===== src/rtl/exm_pkg.sv =====
package exm_pkg;

    typedef enum logic [2:0] {
        OP_IDLE  = 3'd0,
        OP_LDEX  = 3'd1,
        OP_STEX  = 3'd2,
        OP_CLREX = 3'd3,
        OP_STORE = 3'd4
    } exm_op_e;

    typedef enum logic {
        LM_OPEN = 1'b0,
        LM_EXCL = 1'b1
    } lm_state_e;

    typedef enum logic {
        GM_IDLE   = 1'b0,
        GM_TAGGED = 1'b1
    } gm_state_e;

endpackage


===== src/rtl/exm_local_slot.sv =====
module exm_local_slot
    import exm_pkg::*;
#(
    parameter int ADDR_W = 32
) (
    input  logic              clk,
    input  logic              rst_n,
    input  logic              arm_i,
    input  logic              disarm_i,
    input  logic [ADDR_W-1:0] addr_i,
    input  logic [1:0]        size_i,
    output logic              match_o,
    output logic              excl_o
);
    lm_state_e         state_q, state_d;
    logic [ADDR_W-1:0] tag_addr_q;
    logic [1:0]        tag_size_q;

    always_comb begin
        state_d = state_q;
        unique case (state_q)
            LM_OPEN: if (!disarm_i && arm_i) state_d = LM_EXCL;
            LM_EXCL: if (disarm_i)           state_d = LM_OPEN;
            default:                         state_d = LM_OPEN;
        endcase
    end

    always_ff @(posedge clk or negedge rst_n) begin
        if (!rst_n) begin
            state_q    <= LM_OPEN;
            tag_addr_q <= '0;
            tag_size_q <= '0;
        end else begin
            state_q <= state_d;
            if (arm_i && !disarm_i) begin
                tag_addr_q <= addr_i;
                tag_size_q <= size_i;
            end
        end
    end

    assign excl_o  = (state_q == LM_EXCL);
    assign match_o = excl_o && (tag_addr_q == addr_i) && (tag_size_q == size_i);
endmodule


===== src/rtl/exm_global_slot.sv =====
module exm_global_slot
    import exm_pkg::*;
#(
    parameter int ADDR_W = 32
) (
    input  logic              clk,
    input  logic              rst_n,
    input  logic              tag_i,
    input  logic [ADDR_W-1:0] addr_i,
    input  logic [1:0]        size_i,
    input  logic              wa_v_i,
    input  logic [ADDR_W-1:0] wa_addr_i,
    input  logic [1:0]        wa_size_i,
    input  logic              sn_v_i,
    input  logic [ADDR_W-1:0] sn_addr_i,
    input  logic [1:0]        sn_size_i,
    output logic              match_o
);
    localparam int XW = ADDR_W + 1;

    gm_state_e         state_q, state_d;
    logic [ADDR_W-1:0] tag_addr_q;
    logic [1:0]        tag_size_q;
    logic              kill;

    function automatic logic ranges_meet(input logic [ADDR_W-1:0] a, input logic [1:0] sa,
                                         input logic [ADDR_W-1:0] b, input logic [1:0] sb);
        logic [XW-1:0] alo, ahi, blo, bhi;
        alo = {1'b0, a};
        blo = {1'b0, b};
        ahi = alo + (XW'(1) << sa) - XW'(1);
        bhi = blo + (XW'(1) << sb) - XW'(1);
        return (alo <= bhi) && (blo <= ahi);
    endfunction

    assign kill = (wa_v_i && ranges_meet(wa_addr_i, wa_size_i, tag_addr_q, tag_size_q)) ||
                  (sn_v_i && ranges_meet(sn_addr_i, sn_size_i, tag_addr_q, tag_size_q));

    always_comb begin
        state_d = state_q;
        unique case (state_q)
            GM_IDLE:   if (tag_i)          state_d = GM_TAGGED;
            GM_TAGGED: if (!tag_i && kill) state_d = GM_IDLE;
            default:                       state_d = GM_IDLE;
        endcase
    end

    always_ff @(posedge clk or negedge rst_n) begin
        if (!rst_n) begin
            state_q    <= GM_IDLE;
            tag_addr_q <= '0;
            tag_size_q <= '0;
        end else begin
            state_q <= state_d;
            if (tag_i) begin
                tag_addr_q <= addr_i;
                tag_size_q <= size_i;
            end
        end
    end

    assign match_o = (state_q == GM_TAGGED) && (tag_addr_q == addr_i) && (tag_size_q == size_i);
endmodule


===== src/rtl/excl_monitor.sv =====
module excl_monitor
    import exm_pkg::*;
#(
    parameter int NUM_PROC = 2,
    parameter int PID_W    = (NUM_PROC > 1) ? $clog2(NUM_PROC) : 1,
    parameter int ID_W     = 2,
    parameter int ADDR_W   = 32,
    parameter logic [ADDR_W-1:0] SYS_LO = 32'hE000_0000,
    parameter logic [ADDR_W-1:0] SYS_HI = 32'hE00F_FFFF
) (
    input  logic                clk,
    input  logic                rst_n,
    input  logic                acc_valid,
    input  logic [2:0]          acc_op,
    input  logic [ADDR_W-1:0]   acc_addr,
    input  logic [1:0]          acc_size,
    input  logic [PID_W-1:0]    acc_pid,
    input  logic                acc_shareable,
    input  logic                acc_device,
    input  logic                glob_present,
    input  logic [NUM_PROC-1:0] exc_clr,
    input  logic                snoop_valid,
    input  logic [ID_W-1:0]     snoop_id,
    input  logic [ADDR_W-1:0]   snoop_addr,
    input  logic [1:0]          snoop_size,
    output logic                stex_status,
    output logic                mem_we
);
    logic op_ldex, op_stex, op_clrex, op_store;
    logic in_sys, shr, loc_ok, glb_ok, stex_pass, we_now;
    logic [NUM_PROC-1:0] lm_match, lm_excl, gm_match;

    assign op_ldex  = acc_valid && (acc_op == OP_LDEX);
    assign op_stex  = acc_valid && (acc_op == OP_STEX);
    assign op_clrex = acc_valid && (acc_op == OP_CLREX);
    assign op_store = acc_valid && (acc_op == OP_STORE);
    assign in_sys   = (acc_addr >= SYS_LO) && (acc_addr <= SYS_HI);
    assign shr      = acc_shareable || acc_device;

    for (genvar p = 0; p < NUM_PROC; p++) begin : g_proc
        logic mine;
        assign mine = (acc_pid == PID_W'(p));

        exm_local_slot #(.ADDR_W(ADDR_W)) u_local (
            .clk      (clk),
            .rst_n    (rst_n),
            .arm_i    (op_ldex && mine && !in_sys),
            .disarm_i (exc_clr[p] || (mine && (op_clrex || (op_stex && !in_sys)))),
            .addr_i   (acc_addr),
            .size_i   (acc_size),
            .match_o  (lm_match[p]),
            .excl_o   (lm_excl[p])
        );

        exm_global_slot #(.ADDR_W(ADDR_W)) u_global (
            .clk       (clk),
            .rst_n     (rst_n),
            .tag_i     (op_ldex && mine && !in_sys && shr && glob_present),
            .addr_i    (acc_addr),
            .size_i    (acc_size),
            .wa_v_i    (we_now && !mine),
            .wa_addr_i (acc_addr),
            .wa_size_i (acc_size),
            .sn_v_i    (snoop_valid && (snoop_id != ID_W'(p))),
            .sn_addr_i (snoop_addr),
            .sn_size_i (snoop_size),
            .match_o   (gm_match[p])
        );
    end

    assign loc_ok    = lm_match[acc_pid];
    assign glb_ok    = gm_match[acc_pid];
    assign stex_pass = in_sys || (loc_ok && (!shr || (glob_present && glb_ok)));
    assign we_now    = op_store || (op_stex && stex_pass);

    always_ff @(posedge clk or negedge rst_n) begin
        if (!rst_n) begin
            stex_status <= 1'b0;
            mem_we      <= 1'b0;
        end else begin
            stex_status <= op_stex && !stex_pass;
            mem_we      <= we_now;
        end
    end
endmodule


===== config.mk =====
export PLATFORM = sky130hd
export DESIGN_NAME = excl_monitor
export DESIGN_NICKNAME = d
export VERILOG_FILES = /design/src/rtl/exm_pkg.sv /design/src/rtl/exm_local_slot.sv /design/src/rtl/exm_global_slot.sv /design/src/rtl/excl_monitor.sv
export SDC_FILE = /design/constraint.sdc
export NUM_CORES = 1
export LEC_CHECK = 0
export ABC_AREA = 1
export CAP_MARGIN = 20
export CORE_MARGIN = 2
export CORE_UTILIZATION = 45
export CTS_CLUSTER_DIAMETER = 120
export DETAILED_ROUTE_END_ITERATION = 10
export RECOVER_POWER = 25
export SETUP_SLACK_MARGIN = 0.2
export SYNTH_ARGS = -nofsm -noshare
export SYNTH_HDL_FRONTEND = slang
export SYNTH_SLANG_ARGS = --single-unit
export TNS_END_PERCENT = 100

===== constraint.sdc =====
create_clock -name clk -period 5.05 [get_ports clk]
set_input_delay 1.01 -clock clk [delete_from_list [all_inputs] [get_ports clk]]
set_output_delay 1.01 -clock clk [all_outputs]
set_load 0.005 [all_outputs]

=== Word level (Yosys, flattened, before mapping) ===
Cells that the tools add are included.

* Add/subtract/negate cells: 8
* Multipliers: 0
* Div/mod/pow operators: 0
* Order comparisons: 11
* Equality and inequality tests: 13
* Shift-type cells: 4
* Mux-type cells: 16
* Bitwise gates (word level): 5
* Reductions and logical operators: 62

{| class="wikitable"
|+ Operator list
! operator !! count
|-
| $le A32 B33 Y1 || 8
|-
| $add A32 B33 Y33 || 4
|-
| $shl A1 B2 Y33 const A || 4
|-
| $sub A33 B1 Y33 const B || 4
|-
| $eq A32 B32 Y1 || 4
|-
| $logic_and A1 B1 Y1 || 44
|-
| $ge A32 B32 Y1 const B || 1
|-
| $le A32 B32 Y1 const B || 1
|-
| $mux W1 || 12
|-
| $logic_or A1 B1 Y1 || 9
|-
| $eq A2 B2 Y1 || 4
|-
| $logic_not A1 Y1 || 8
|-
| $pmux W1 S2 || 4
|-
| $eq A3 B2 Y1 const B || 2
|-
| $not A1 Y1 || 5
|-
| $eq A3 B1 Y1 const B || 1
|-
| $eq A3 B3 Y1 const B || 1
|-
| $lt A1 B2 Y1 const B || 1
|-
| $ne A2 B1 Y1 const B || 1
|-
| $reduce_bool A2 Y1 || 1
|}

* Bits in registers: 142
* Latch bits: 0
* Memory bits (writable): 0
* Memory bits (read-only): 0
* Input bits: 83
* Logic and storage cells: 133
* Memories: 0

=== Depth between registers and ports, before layout ===
* Depth after elaboration: 17
* Mapped depth: 34

=== By module ===
A second synthesis with hierarchy kept.

* Cell total of the unflattened synthesis: 3556
* Area total of the unflattened synthesis: 24093.1 sq um

{| class="wikitable"
|+ By module, submodules not included
! module !! times used !! cells an instance !! area each (sq um)
|-
| exm_global_slot at g_proc[0].u_global || 1 || 1505 || 9933.3
|-
| exm_global_slot at g_proc[1].u_global || 1 || 1491 || 9894.5
|-
| exm_local_slot || 2 || 251 || 1983.2
|-
| excl_monitor || 1 || 58 || 299.0
|}

=== Worst setup path after synthesis ===
No wires, ideal clock.

* Path kind: input port to flip-flop
* Start point: input acc_size[0]
* End point: register g_proc[0].u_global.state_q
* Data arrival time: 4.566 ns
* Path slack: 0.358 ns
* Stages on the path: 25
* Cells stage by stage: clkbuf_2 > inv_1 > nand2_1 > ha_1 > inv_1 > ha_1 > a31oi_1 > o21ai_2 > nand2_1 > nand2_2 > a21oi_1 > o21ai_0 > nand3_1 > nand2_1 > a31oi_1 > xor2_1 > ha_1 > nand4_1 > or4_1 > nor3_1 > nand4_1 > nand2_1 > nand3_1 > nand3_1 > nand2_1

* Longest elaborated chain between the ends: 16

{| class="wikitable"
|+ RTL lines
! item !! line !! text
|-
| start: declaration || excl_monitor.sv:16 || <nowiki>input logic [1:0] acc_size,</nowiki>
|-
| branches (longest 11 deep; another with $add A32 B33 Y33) || n/a ||
|-
| $logic_and A1 B1 Y1 (*) || exm_global_slot.sv:36 || <nowiki>assign kill = (wa_v_i && ranges_meet(wa_addr_i, wa_size_i, tag_addr_q, tag_size_q)) ||</nowiki>
|-
| $logic_or A1 B1 Y1 (*) || exm_global_slot.sv:36 ||
|-
| $logic_and A1 B1 Y1 (*) || exm_global_slot.sv:43 || <nowiki>GM_TAGGED: if (!tag_i && kill) state_d = GM_IDLE;</nowiki>
|-
| $mux W1 (*) || exm_global_slot.sv:43 ||
|-
| $pmux W1 S2 (*) || exm_global_slot.sv:41 || <nowiki>unique case (state_q)</nowiki>
|-
| via g_proc[0].u_global.state_d || exm_global_slot.sv:21 || <nowiki>gm_state_e state_q, state_d;</nowiki>
|-
| end signal: assignment || exm_global_slot.sv:54 || <nowiki>state_q <= state_d;</nowiki>
|-
| end: declaration || exm_global_slot.sv:21 ||
|}

Mark *: on every way through the listed nets, which the timed path passes. The select of a mux whose other input is x is not followed.
A chain may end at the register's enable or synchronous reset.

=== Final worst setup path ===
* Start point: input snoop_addr[1]
* End point: register g_proc[1].u_global.state_q

* Longest elaborated chain between the ends: 9

{| class="wikitable"
|+ RTL lines
! item !! line !! text
|-
| start: declaration || excl_monitor.sv:24 || <nowiki>input logic [ADDR_W-1:0] snoop_addr,</nowiki>
|-
| $add A32 B33 Y33 || exm_global_slot.sv:31 || <nowiki>ahi = alo + (XW'(1) << sa) - XW'(1);</nowiki>
|-
| $sub A33 B1 Y33 || exm_global_slot.sv:31 ||
|-
| $le A32 B33 Y1 || exm_global_slot.sv:33 || <nowiki>return (alo <= bhi) && (blo <= ahi);</nowiki>
|-
| $logic_and A1 B1 Y1 (*) || exm_global_slot.sv:33 ||
|-
| $logic_and A1 B1 Y1 (*) || exm_global_slot.sv:37 || <nowiki>(sn_v_i && ranges_meet(sn_addr_i, sn_size_i, tag_addr_q, tag_size_q));</nowiki>
|-
| $logic_or A1 B1 Y1 (*) || exm_global_slot.sv:36 ||
|-
| $logic_and A1 B1 Y1 (*) || exm_global_slot.sv:43 ||
|-
| $mux W1 (*) || exm_global_slot.sv:43 ||
|-
| $pmux W1 S2 (*) || exm_global_slot.sv:41 ||
|-
| via g_proc[1].u_global.state_d || exm_global_slot.sv:21 ||
|-
| end signal: assignment || exm_global_slot.sv:54 ||
|-
| end: declaration || exm_global_slot.sv:21 ||
|}

The timed path passes the listed nets; every way through them passes the cells marked *.

==> metrics.md <==
| Metric | Value |
|---|---|
| Outcome | `complete, but fails checks` |
| Violated checks | `capacitance limit, slew limit` |
| Die Area | `47600 sq um` |
| CTS Sinks | `142` |
| Cell taking the most area after synthesis | `ha_1` |
| Max-slew violations | `64` |
| CTS tree | `yes` |
| Root Buffer | `clkbuf_16` |
| Initial Utilization | `0.456` |
| Synth Warn # | `0` |
| Max_cap viols | `1` |
| Worst vdd ir | `0.000422 V` |
| Clock power frac | `0.120` |
| Synth async-reset ratio | `1.00` |
| Number of diodes | `0` |
| Cell area power density | `390 nW/um^2` |
| Minimum clock period | `4700 ps` |
| Largest net degree at the start of global routing | `70` |
| Pleak | `13.7 nW` |
| Post-synth EDFFs | `0` |
| Max Freq | `213 MHz` |
| Worst Path Arrival | `5040 ps` |
| First-pass GRT wire length | `119000 um` |
| Syn Inst Count | `3026` |
| Worst Hold Class | `register to register` |
| Vias per cell | `5.53` |
| Final Hold Fails | `0` |
| DRT iter0 DRCs | `1712` |
| P_int | `4.93 mW` |
| Top delay family on crit path | `simple AND/OR/NAND/NOR gates` |
| Clock transition at path regs | `70 ps` |
| Nature of the critical path endpoint | `register` |
| Slowest cell on crit path | `clkdlybuf4s50_1` |
| Clk buf depth | `2` |
| Fill cells | `4388` |
| Ys flop type | `dfrtp_1` |
| Worst Max-Slew Pin Slew | `3610 ps` |
| Clk_lat worst skew | `450 ps` |
| DRC | `0` |
| Non-Filler Instances | `4038` |
| Synth top area share | `0.244` |
| Critical path buffers and inverters | `3` |
| Fin nets | `3915` |
| Synthesized Nets | `3516` |
| Slew headroom | `-1.41` |
| #FFs+latches synth | `142` |
| Initial antenna violation count | `0` |
| Syn Area/Cell | `6.82 sq um` |
| Area contributors post-synth | `ha_1 24%, dfrtp_1 17%, nand2_1 14%` |
| Cell variety after synth | `53` |
| Ports | `85` |
| First-pass iteration count of the detailed router | `6` |
| Sequential share of power | `0.159` |
| RSZ-0062 raised after global routing | `yes` |
| Die Y | `218 um` |
| Cell area after synthesis | `20600 sq um` |
| Worst Path Required | `5390 ps` |
| Crit start category | `input pin` |
| Seq/Total Area, Yosys | `0.172` |
| Gate power share | `0.721` |
| Antenna viol nets, final | `0` |
| Sw power | `5.15 mW` |
| CP Max Fanout | `3` |
| Fin crit share | `0.931` |
| DRT Wirelength | `79700 um` |
| Vias in the first global route | `21.6k` |
| Share of cells above drive strength 1 | `0.167` |
| Num rows | `78` |
| Number of buffers created by CTS | `17` |
| Congestion Overflow GR | `0` |
| WL/cell | `19.7 um` |
| Vias post-DR | `22.3k` |
| Switching part of the total | `0.511` |
| DP HPWL | `67800 um` |
| Final setup margin | `347 ps` |
| Setup violators final | `0` |
| Largest stage delay on the critical path | `490 ps` |
| IO Port Bufs | `84` |
| CP Class | `input pin to register` |
| Die width | `218 um` |
| CTS H-tree depth | `4` |
| Gpl congestion | `0.996` |
| Gr usage total | `0.332` |
| Core Area | `45300 sq um` |
| Area grow syn2layout | `25.3%` |
| Clock Skew | `12.9 ps` |
| Most used cell, CP | `nand2_1` |
| Post-placement setup slack | `-465 ps` |
| Cells after DPL | `3993` |
[final timing paths]
| kind | from | endpoint | slack (ps) | cells past startpoint |
|---|---|---|---|---|
| setup / recovery | snoop_addr[1] | g_proc[1].u_global.state_q | 350 | 28 |
| hold / removal | g_proc[1].u_local.tag_addr_q[1] | g_proc[1].u_local.tag_addr_q[1] | 490 | 2 |
| setup reg to reg | g_proc[1].u_global.tag_size_q[0] | g_proc[1].u_global.state_q | 450 | 28 |
| hold reg to reg | g_proc[1].u_local.tag_addr_q[1] | g_proc[1].u_local.tag_addr_q[1] | 490 | 2 |
| max in group asynchronous | rst_n | g_proc[0].u_global.tag_size_q[0] | 1210 | 2 |
| min in group asynchronous | rst_n | g_proc[1].u_local.tag_addr_q[30] | 1800 | 1 |
[final cells by class]
class | instances | area, sq um | share of cell area
Sequential cell | 142 | 3560 | 0.138
Multi-Input combinational cell | 2432 | 15900 | 0.616
Tap cell | 600 | 751 | 0.0290
Clock buffer | 21 | 470 | 0.0182
Timing Repair Buffer | 434 | 3580 | 0.138
Inverter | 398 | 1490 | 0.0578
Clock inverter | 11 | 91.3 | 0.00353
[metal layers]
| layer | GRT usage | routed length [um] | vias to the layer above |
|---|---|---|---|
| li1 | - | - | 11000 |
| met1 | 0.454 | 35600 | 10500 |
| met2 | 0.535 | 35300 | 719 |
| met3 | 0.0324 | 5390 | 128 |
| met4 | 0.143 | 3460 | 0 |
| met5 | 0 | 0 | - |
[state kept, by name (all words and copies together), names as in the netlist]
| signal | flops |
|---|---|
| g_proc.u_global.state_q | 2 |
| g_proc.u_global.tag_addr_q | 64 |
| g_proc.u_global.tag_size_q | 4 |
| g_proc.u_local.excl_o | 2 |
| g_proc.u_local.tag_addr_q | 64 |
| g_proc.u_local.tag_size_q | 4 |
| mem_we | 1 |
| stex_status | 1 |
[power by group through the flow]
| stage | clock, mW | combinational [mW] | sequential (mW) |
|---|---|---|---|
| after floorplan | 0 | 4.35 | 1.53 |
| after global placement | 0 | 6.75 | 1.61 |
| after detailed placement | 0 | 6.92 | 1.61 |
| after CTS | 1.23 | 6.98 | 1.59 |
| after global routing | 1.27 | 8.06 | 1.63 |
| final | 1.21 | 7.27 | 1.60 |
[logic make-up after synthesis]
family | count (synthesis) | synth area share
and+or+nand+nor | 1282 | 0.267
AOI/OAI and AO/OA | 577 | 0.157
buffers and inverters | 452 | 0.0848
adders and majority gates | 407 | 0.248
xor gates and xnor gates | 166 | 0.0705
DFF | 142 | 0.172
[worst register-to-register path, delay by kind of cell, from the launching register on]
kind	cells	cell delay [ps]
flops	1	430
xor+xnor	1	440
buf+inv	2	210
fa+ha+maj	3	950
compound gates	7	1040
simple gates	15	1410
[stage by stage]
stage	total power, mW	util	TNS [ps]	hold slack [ps]	cell area, sq um
floorplan	5.88	-	0	453	20600
global placement	8.36	0.542	-769	467	24600
detailed placement	8.53	0.542	-851	477	24600
CTS	9.81	0.557	0	491	25200
global route	11.0	0.571	0	503	25900
finish	10.1	0.571	0	493	25900
[cell usage after synthesis (all sizes together) (14+ instances only)]
cell,count
xnor2,64
nor4,17
o22ai,14
a21oi,220
nand2,787
buf,21
clkbuf,33
xor2,102
nand3,149
nor2,180
nand4,73
dfrtp,142
o21ai,242
o21bai,15
nor3,57
a31oi,19
inv,393
ha,403
[placed cells by master (no fill, tap or decap), types with 11 or more instances in the layout]
cell type,n
o21ai_0,197
a21oi_1,203
ha_1,387
inv_2,29
dlymetal6s2s_1,13
a21o_1,12
nand3_2,21
clkdlybuf4s50_1,68
nor4_1,11
a21oi_2,13
a211oi_1,12
nor2_1,164
nand2_2,26
o21bai_1,14
dfrtp_1,139
clkbuf_16,17
o21ai_1,33
xor2_1,97
nand3_1,128
buf_4,338
xnor2_1,56
a31oi_1,14
nand2_1,759
nor3_1,50
o21ai_2,12
inv_1,366
o22ai_1,14
nor2_2,16
nand4_1,73
[timing repair]
action	4_1_cts	5_1_grt
pin swaps	4	54
setup endpoints to repair	2	2
hold buffers	0	0
cloned	0	0
resized for setup	19	137
setup buffers	1	12
No activity file was read; power rests on OpenSTA's default activity.
